**src/rtl/crc4_mfa_pkg.sv**
```systemverilog
package crc4_mfa_pkg;
  localparam int unsigned FRAMES_PER_TMO_DEF = 64;
  localparam int unsigned TOGGLES_PER_SLOW_DEF = 50;
  localparam int unsigned FRAMES_PER_MF_DEF = 16;

  function automatic int unsigned cnt_width(input int unsigned n);
    return (n < 2) ? 1 : $clog2(n);
  endfunction
endpackage

```
**src/rtl/crc4_rst_sync.sv**
```systemverilog
module crc4_rst_sync (
  input  logic clk,
  input  logic rst_n,
  output logic rst_sync_n
);
  logic [1:0] sync_q;

  always_ff @(posedge clk or negedge rst_n) begin
    if (!rst_n) sync_q <= 2'b00;
    else        sync_q <= {sync_q[0], 1'b1};
  end

  assign rst_sync_n = sync_q[1];
endmodule

```
**src/rtl/crc4_search_timer.sv**
```systemverilog
module crc4_search_timer
  import crc4_mfa_pkg::*;
#(
  parameter int unsigned FRAMES_PER_TMO = FRAMES_PER_TMO_DEF
) (
  input  logic clk,
  input  logic rst_n,
  input  logic frame_pulse,
  input  logic frm_sync_lost,
  input  logic mf_sync_lost,
  output logic reframe,
  output logic tgl_fast,
  output logic tick
);
  localparam int unsigned CW = cnt_width(FRAMES_PER_TMO);
  localparam logic [CW-1:0] LAST = CW'(FRAMES_PER_TMO - 1);

  logic [CW-1:0] cnt_q, cnt_d;
  logic          ref_q, ref_d;
  logic          tgl_q, tgl_d;

  always_comb begin
    cnt_d = cnt_q;
    ref_d = ref_q;
    tgl_d = tgl_q;
    tick  = 1'b0;
    if (frame_pulse) begin
      if (!mf_sync_lost) begin
        cnt_d = '0;
        ref_d = 1'b0;
        tgl_d = 1'b0;
      end else if (frm_sync_lost) begin
        cnt_d = '0;
      end else if (cnt_q == LAST) begin
        cnt_d = '0;
        ref_d = 1'b1;
        tgl_d = ~tgl_q;
        tick  = 1'b1;
      end else begin
        cnt_d = cnt_q + 1'b1;
      end
    end
  end

  always_ff @(posedge clk or negedge rst_n) begin
    if (!rst_n) begin
      cnt_q <= '0;
      ref_q <= 1'b0;
      tgl_q <= 1'b0;
    end else if (frame_pulse) begin
      cnt_q <= cnt_d;
      ref_q <= ref_d;
      tgl_q <= tgl_d;
    end
  end

  assign reframe  = ref_q;
  assign tgl_fast = tgl_q;
endmodule

```
**src/rtl/crc4_toggle_div.sv**
```systemverilog
module crc4_toggle_div
  import crc4_mfa_pkg::*;
#(
  parameter int unsigned TOGGLES = TOGGLES_PER_SLOW_DEF
) (
  input  logic clk,
  input  logic rst_n,
  input  logic clr,
  input  logic tick,
  output logic tgl_slow
);
  localparam int unsigned CW = cnt_width(TOGGLES);
  localparam logic [CW-1:0] LAST = CW'(TOGGLES - 1);

  logic [CW-1:0] cnt_q, cnt_d;
  logic          tgl_q, tgl_d;
  logic          en;

  assign en = clr | tick;

  always_comb begin
    cnt_d = cnt_q;
    tgl_d = tgl_q;
    if (clr) begin
      cnt_d = '0;
      tgl_d = 1'b0;
    end else if (tick) begin
      if (cnt_q == LAST) begin
        cnt_d = '0;
        tgl_d = ~tgl_q;
      end else begin
        cnt_d = cnt_q + 1'b1;
      end
    end
  end

  always_ff @(posedge clk or negedge rst_n) begin
    if (!rst_n) begin
      cnt_q <= '0;
      tgl_q <= 1'b0;
    end else if (en) begin
      cnt_q <= cnt_d;
      tgl_q <= tgl_d;
    end
  end

  assign tgl_slow = tgl_q;
endmodule

```
**src/rtl/crc4_align_div.sv**
```systemverilog
module crc4_align_div
  import crc4_mfa_pkg::*;
#(
  parameter int unsigned FRAMES_PER_MF = FRAMES_PER_MF_DEF
) (
  input  logic clk,
  input  logic rst_n,
  input  logic frame_pulse,
  input  logic aligned,
  input  logic mf_start,
  output logic tgl_mf
);
  localparam int unsigned CW = cnt_width(FRAMES_PER_MF);
  localparam logic [CW-1:0] LAST = CW'(FRAMES_PER_MF - 1);

  logic [CW-1:0] cnt_q, cnt_d;
  logic          tgl_q, tgl_d;
  logic          reload;

  assign reload = (aligned & mf_start) | (cnt_q == LAST);

  always_comb begin
    cnt_d = cnt_q + 1'b1;
    tgl_d = tgl_q;
    if (reload) begin
      cnt_d = '0;
      tgl_d = ~tgl_q;
    end
  end

  always_ff @(posedge clk or negedge rst_n) begin
    if (!rst_n) begin
      cnt_q <= '0;
      tgl_q <= 1'b0;
    end else if (frame_pulse) begin
      cnt_q <= cnt_d;
      tgl_q <= tgl_d;
    end
  end

  assign tgl_mf = tgl_q;
endmodule

```
**src/rtl/crc4_mfa_timers.sv**
```systemverilog
module crc4_mfa_timers
  import crc4_mfa_pkg::*;
#(
  parameter int unsigned FRAMES_PER_TMO   = FRAMES_PER_TMO_DEF,
  parameter int unsigned TOGGLES_PER_SLOW = TOGGLES_PER_SLOW_DEF,
  parameter int unsigned FRAMES_PER_MF    = FRAMES_PER_MF_DEF
) (
  input  logic clk,
  input  logic rst_n,
  input  logic frame_pulse,
  input  logic frm_sync_lost,
  input  logic mf_sync_lost,
  input  logic mf_start,
  output logic reframe,
  output logic tgl_8ms,
  output logic tgl_400ms,
  output logic tgl_2ms
);
  logic core_rst_n;
  logic fast_tick;
  logic search_clr;

  crc4_rst_sync u_rst (
    .clk        (clk),
    .rst_n      (rst_n),
    .rst_sync_n (core_rst_n)
  );

  crc4_search_timer #(.FRAMES_PER_TMO(FRAMES_PER_TMO)) u_search (
    .clk           (clk),
    .rst_n         (core_rst_n),
    .frame_pulse   (frame_pulse),
    .frm_sync_lost (frm_sync_lost),
    .mf_sync_lost  (mf_sync_lost),
    .reframe       (reframe),
    .tgl_fast      (tgl_8ms),
    .tick          (fast_tick)
  );

  assign search_clr = frame_pulse & ~mf_sync_lost;

  crc4_toggle_div #(.TOGGLES(TOGGLES_PER_SLOW)) u_slow (
    .clk      (clk),
    .rst_n    (core_rst_n),
    .clr      (search_clr),
    .tick     (fast_tick),
    .tgl_slow (tgl_400ms)
  );

  crc4_align_div #(.FRAMES_PER_MF(FRAMES_PER_MF)) u_mf (
    .clk         (clk),
    .rst_n       (core_rst_n),
    .frame_pulse (frame_pulse),
    .aligned     (~mf_sync_lost),
    .mf_start    (mf_start),
    .tgl_mf      (tgl_2ms)
  );
endmodule

```
**config.mk**
```make
export PLATFORM = sky130hd
export DESIGN_NAME = crc4_mfa_timers
export DESIGN_NICKNAME = d
export VERILOG_FILES = /design/src/rtl/crc4_mfa_pkg.sv /design/src/rtl/crc4_rst_sync.sv /design/src/rtl/crc4_search_timer.sv /design/src/rtl/crc4_toggle_div.sv /design/src/rtl/crc4_align_div.sv /design/src/rtl/crc4_mfa_timers.sv
export SDC_FILE = /design/constraint.sdc
export NUM_CORES = 1
export LEC_CHECK = 0
export BUFFER_PORTS_ARGS = -buffer_cell sky130_fd_sc_hd__buf_2
export CAP_MARGIN = 20
export CORE_ASPECT_RATIO = 1.2
export CORE_MARGIN = 5
export CORE_UTILIZATION = 35
export DETAILED_ROUTE_END_ITERATION = 12
export SLEW_MARGIN = 20
export SYNTH_ARGS = -nofsm -noshare
export SYNTH_HDL_FRONTEND = slang
export SYNTH_SLANG_ARGS = --single-unit
```
**constraint.sdc**
```tcl
create_clock -name clk -period 1.2 [get_ports clk]
set_input_delay 0.24 -clock clk [delete_from_list [all_inputs] [get_ports clk]]
set_output_delay 0.24 -clock clk [all_outputs]
set_load 0.01 [all_outputs]
```
==> Word-level counts from Yosys, hierarchy flattened <==
Cells that the tools add are included.
Widths: inputs -> output; s select.
{ "op_classes": {"addsub": 3, "muxes": 20, "bitwise": 8, "reduce_logical": 6, "n_eq_ne": 5} }
{ "op_table": {"columns": ["op", "count"], "rows": [
  ["$mux 6", 6],
  ["$mux 1", 13],
  ["$add 6x1->6 const B", 2],
  ["$eq 6x6->1 const B", 2],
  ["$reduce_and 3->1", 2],
  ["$add 4x1->4 const B", 1],
  ["$eq 4x4->1 const B", 1],
  ["$mux 4", 1],
  ["$not 1->1", 4],
  ["$reduce_and 2->1", 2],
  ["$reduce_bool 2->1", 2],
  ["$and 1x1->1", 2],
  ["$ne 2x1->1 const B", 1],
  ["$ne 2x2->1 const B", 1],
  ["$or 1x1->1", 2]
]} }
{ "word_totals": {"out_inout_bits": 4, "regBits": 22} }

==> Longest topological paths before layout <==
{ "depth": {"word_depth": 7, "mapped_depth": 6} }

==> Cells and area by module <==
A second synthesis with hierarchy kept.
{ "hier_totals": {"cells_unflattened": 121, "hier_area_um2": 1208.7} }
{ "modules_own_cells": {"columns": ["mod", "cells_each", "n_inst", "seq_area_each_um2", "area_per_inst_um2"], "rows": [
  ["crc4_search_timer", 46, 1, 200.2, 441.7],
  ["crc4_toggle_div", 43, 1, 175.2, 437.9],
  ["crc4_align_div", 27, 1, 125.1, 265.3],
  ["crc4_rst_sync", 3, 1, 50.0, 53.8],
  ["crc4_mfa_timers", 2, 1, 0.0, 10.0]
]} }

==> Worst setup path after synthesis <==
No wires, ideal clock.
{ "synth_path": {"path_kind": "register to register", "startpoint": "reg u_search.cnt_q[0]", "endpoint": "reg u_slow.tgl_q (netlist: u_slow.tgl_slow)", "n_path_buf": 1, "required_time_ns": 1.131, "setup_ns": 0.069, "arrival_time_ns": 1.858, "path_stages_with_launch": 7, "period_less_slack_ns": 1.927, "slack_ns": -0.727, "cell_sequence": "dfrtp_1 ha_1 nand3_2 or4b_1 clkbuf_1 or4_1 nand3_1"} }
{ "synth_between": {"elab_chain_len": 7, "word_cells_on_any_way": 8} }
{ "synth_rtl": {"columns": ["element", "line", "rtl"], "rows": [
  ["start, declared", "crc4_search_timer.sv:18", "logic [CW-1:0] cnt_q, cnt_d;"],
  ["start signal, assigned", "crc4_search_timer.sv:51", "cnt_q <= cnt_d;"],
  ["$eq 6x6->1 *", "crc4_search_timer.sv:34", "end else if (cnt_q == LAST) begin"],
  ["$mux 1 *", "crc4_search_timer.sv:34", null],
  ["$mux 1 *", "crc4_search_timer.sv:32", "end else if (frm_sync_lost) begin"],
  ["$mux 1 *", "crc4_search_timer.sv:28", "if (!mf_sync_lost) begin"],
  ["$mux 1 *", "crc4_search_timer.sv:27", "if (frame_pulse) begin"],
  ["$reduce_bool 2->1 (no source line) / $or 1x1->1 (equally long branches)", null, null],
  ["$reduce_and 3->1 (no source line) *", null, null],
  ["end signal, assigned", "crc4_toggle_div.sv:43", "tgl_q <= tgl_d;"],
  ["end, declared", "crc4_toggle_div.sv:16", "logic tgl_q, tgl_d;"]
]} }
Every way passes the cells marked *; elsewhere a longest branch is shown, timed or not.
A chain may end at the register's enable or synchronous reset.

==> Worst setup path in the final report <==
{ "layout_path": {"startpoint": "reg u_search.cnt_q[1]", "endpoint": "reg u_slow.tgl_q (netlist: u_slow.tgl_slow)"} }
The elaborated chain is that of the path after synthesis.

==> out/summary.txt <==
CTS tree - yes
Synth Register Bits - 22
Final Max Tran Viols - 0
post-synth cell types - 33
highest-count cells in the layout ignoring fill and taps - buf_4, dfrtp_1, nand2_1, buf_2, buf_6
CP max stage delay - 0.52 ns
routed via count - 1,006
CP endpoint kind - flip-flop
CP Cell Sequence - ha_4 -> nand3_4 -> or4b_4 -> or4_4 -> nand3_2
synthesized area per cell - 9.803 µm²
Area Overhead vs Synth - 56.71%
GP Congestion - 0.8800
DP Area - 1450 µm²
Ports - 10
peak supply drop - 0.7260 mV
die area - 4461 µm²
metal2 WL - 1.627 mm
CP delay by family, top - simple AND/OR/NAND/NOR gates
clk_lat worst skew - 0.31 ns
Inserted Diodes - 0
first-pass GRT wire length - 4.643 mm
met3 WL - 57 µm
H-tree Lvls - 1
Final Cell Area - 1767 µm²
crit-path max FO - 2
Mapped Cells - 115
CTS Buf Count - 3
Worst EP required - 1.45 ns
drt drc - 0
Core ar. - 3083 µm²
layout cells sized above 1 - 0.5031
number of port buffers - 9
slowest CP cell - or4b_4
Seq/Total Area, Yosys - 0.4883
crit start category - flip-flop
status - complete, but fails checks
Site Rows - 22
Layout Nets - 172
number of buffers and inverters on the critical path - 0
Setup Skew - 0.01186 ns
Detailed Place HPWL - 1.900 mm
Via density - 5.107
total overflow reported by the global router - 0
maxcap violations - 0
initial antenna violation count - 0
met1 WL - 1.105 mm
Mapped Area - 1127 µm²
ys flop type - dfrtp_1
largest net degree at the start of global routing - 26
sequential cell area - 550.5 µm²
most common cell after layout, fill and taps aside - buf_4
number of synthesized flops with an enable pin - 0
largest area contributor in the netlist - dfrtp_1
CTS root buf - clkbuf_4
PnR worst setup slack - -0.5956 ns
CP Class - flip-flop to flip-flop
fin crit period - 1.796 ns
Yosys top cell area share - 0.4883
Die W - 61.81 µm
PwrDens - 1017 nW/µm²
antenna-violating nets left - 0
worst hold path class - flip-flop to asynchronous set/reset pin
synth warn - 0
period utilisation layout - 1.496
fmax - 556.9 MHz
Area contributors post-synth - dfrtp_1, ha_1, nand2_1
Final Hold Viols - 0
asr flop ratio synth - 1.000
worst endpoint data arrival time - 2.05 ns
vias in the first global route - 1,063
Net Count, Synth - 125
die height - 72.17 µm
GRT Util Overall - 0.1393
total negative slack - -5.858 ns
register clock-pin slew on the reported worst setup and hold paths - 0.13 ns
Clock Sink Count - 22
drt total wl - 2.828 mm
failing checks - setup timing
area of the multi-input gates - 737.0 µm²
setup violators final - 13
CTS max path bufs - 2
DRT iter0 DRCs - 40
Leak Pwr - 0.7862 nW
fillers - 273
Starting Density - 0.3657
Pre-Repair DR Iteration Count - 4
RSZ-0062 raised after global routing - true
Highest Signal Layer - met4
DR WL/cell - 14.36 µm
-- path summary, 6_finish.rpt --
kind,from,end,slack [ns],cells after the start
setup reg to reg,u_search.cnt_q[1],u_slow.tgl_slow,-0.60,5
min in group clk,mf_sync_lost,u_slow.tgl_slow,0.30,3
hold reg to reg,u_rst.sync_q[1],u_search.reframe,0.21,1
max in group asynchronous,u_rst.sync_q[1],u_search.cnt_q[3],0.76,1
hold / removal,u_rst.sync_q[1],u_search.reframe,0.21,1
setup / recovery,u_search.cnt_q[1],u_slow.tgl_slow,-0.60,5
-- per-layer routing --
metal,global-route usage,vias up
met5,0,-
met4,0.04245,0
met3,0.02135,4
met2,0.2619,9
met1,0.1533,489
li1,-,504
-- area by class of cell --
cell class / instances / share of cell area
timing repair buffer: 46 / 0.2033
multi-input combinational: 83 / 0.4171
sequential: 22 / 0.3116
clock buffer: 3 / 0.01275
tap: 36 / 0.02550
clock inverter: 1 / 0.01700
inverter: 6 / 0.01275
-- timing repair --
item | in CTS | in global routing
gates resized for setup | 14 | 31
hold buffers | 1 | 0
endpoints found under the hold margin | 2 | 0
buffers inserted | 6 | 4
setup endpoints to repair | 14 | 17
pin swaps | 14 | 14
-- report_power, final --
group	total, mW	internal [mW]	switching [mW]	leakage (nW)
Combinational	0.343	0.181	0.162	0.464
Clock	0.570	0.337	0.233	0.0279
Sequential	0.883	0.814	0.0687	0.294
Total	1.80	1.33	0.463	0.786
-- synth_stat cells (2+ instances only) --
cell,n
o22ai_1,2
clkbuf_1,4
o21ai_0,7
nand3_1,9
o211ai_1,3
nand3b_1,3
or3_1,2
nand2b_1,3
mux2i_1,3
nor2b_1,4
a31oi_1,2
ha_1,4
nor2_1,5
a21oi_1,4
o32ai_1,2
dfrtp_1,22
inv_1,6
nand2_1,13
a21bo_2,2
o31ai_1,2
-- flip-flops by register name, summed over array words and instances, names as in the netlist --
register           flops
u_slow.tgl_slow        1
u_mf.cnt_q             4
u_search.reframe       1
u_rst.sync_q           2
u_search.tgl_fast      1
u_slow.cnt_q           6
u_mf.tgl_mf            1
u_search.cnt_q         6
-- worst register-to-register path, stage by stage (launching register included) --
cell     delay, ns
dfrtp_1       0.42
ha_4          0.17
nand3_4       0.08
or4b_4        0.52
or4_4         0.49
nand3_2       0.07
-- per-stage QoR --
stage / util / power, mW / hold WS (ns) / std cells / setup slack (ns)
finish: 0.5731 / 1.796 / 0.2076 / 197 / -0.5956
global placement: 0.4704 / 1.174 / 0.02490 / 184 / -0.5193
global route: 0.5731 / 1.897 / 0.2019 / 197 / -0.6297
detailed placement: 0.4704 / 1.189 / 0.02695 / 184 / -0.5614
floorplan: - / 1.048 / -0.05559 / 115 / -0.6586
CTS: 0.5252 / 1.799 / 0.2052 / 195 / -0.5692
-- logic make-up (layout without fill, tap and decap cells) --
| kind of cell | count (synthesis) | count (layout) | synth area share |
|---|---|---|---|
| AND/OR/NAND/NOR | 46 | 46 | 0.2242 |
| other | 1 | 1 | 0.003326 |
| adder cells (fa/ha/maj) | 4 | 4 | 0.04440 |
| XOR/XNOR | 1 | 1 | 0.007771 |
| multiplexers | 4 | 4 | 0.03663 |
| buffers and inverters | 10 | 56 | 0.03329 |
| flip-flops | 22 | 22 | 0.4883 |
| AO/OA/AOI/OAI | 27 | 27 | 0.1620 |
Power figures use the tool's default switching activity.
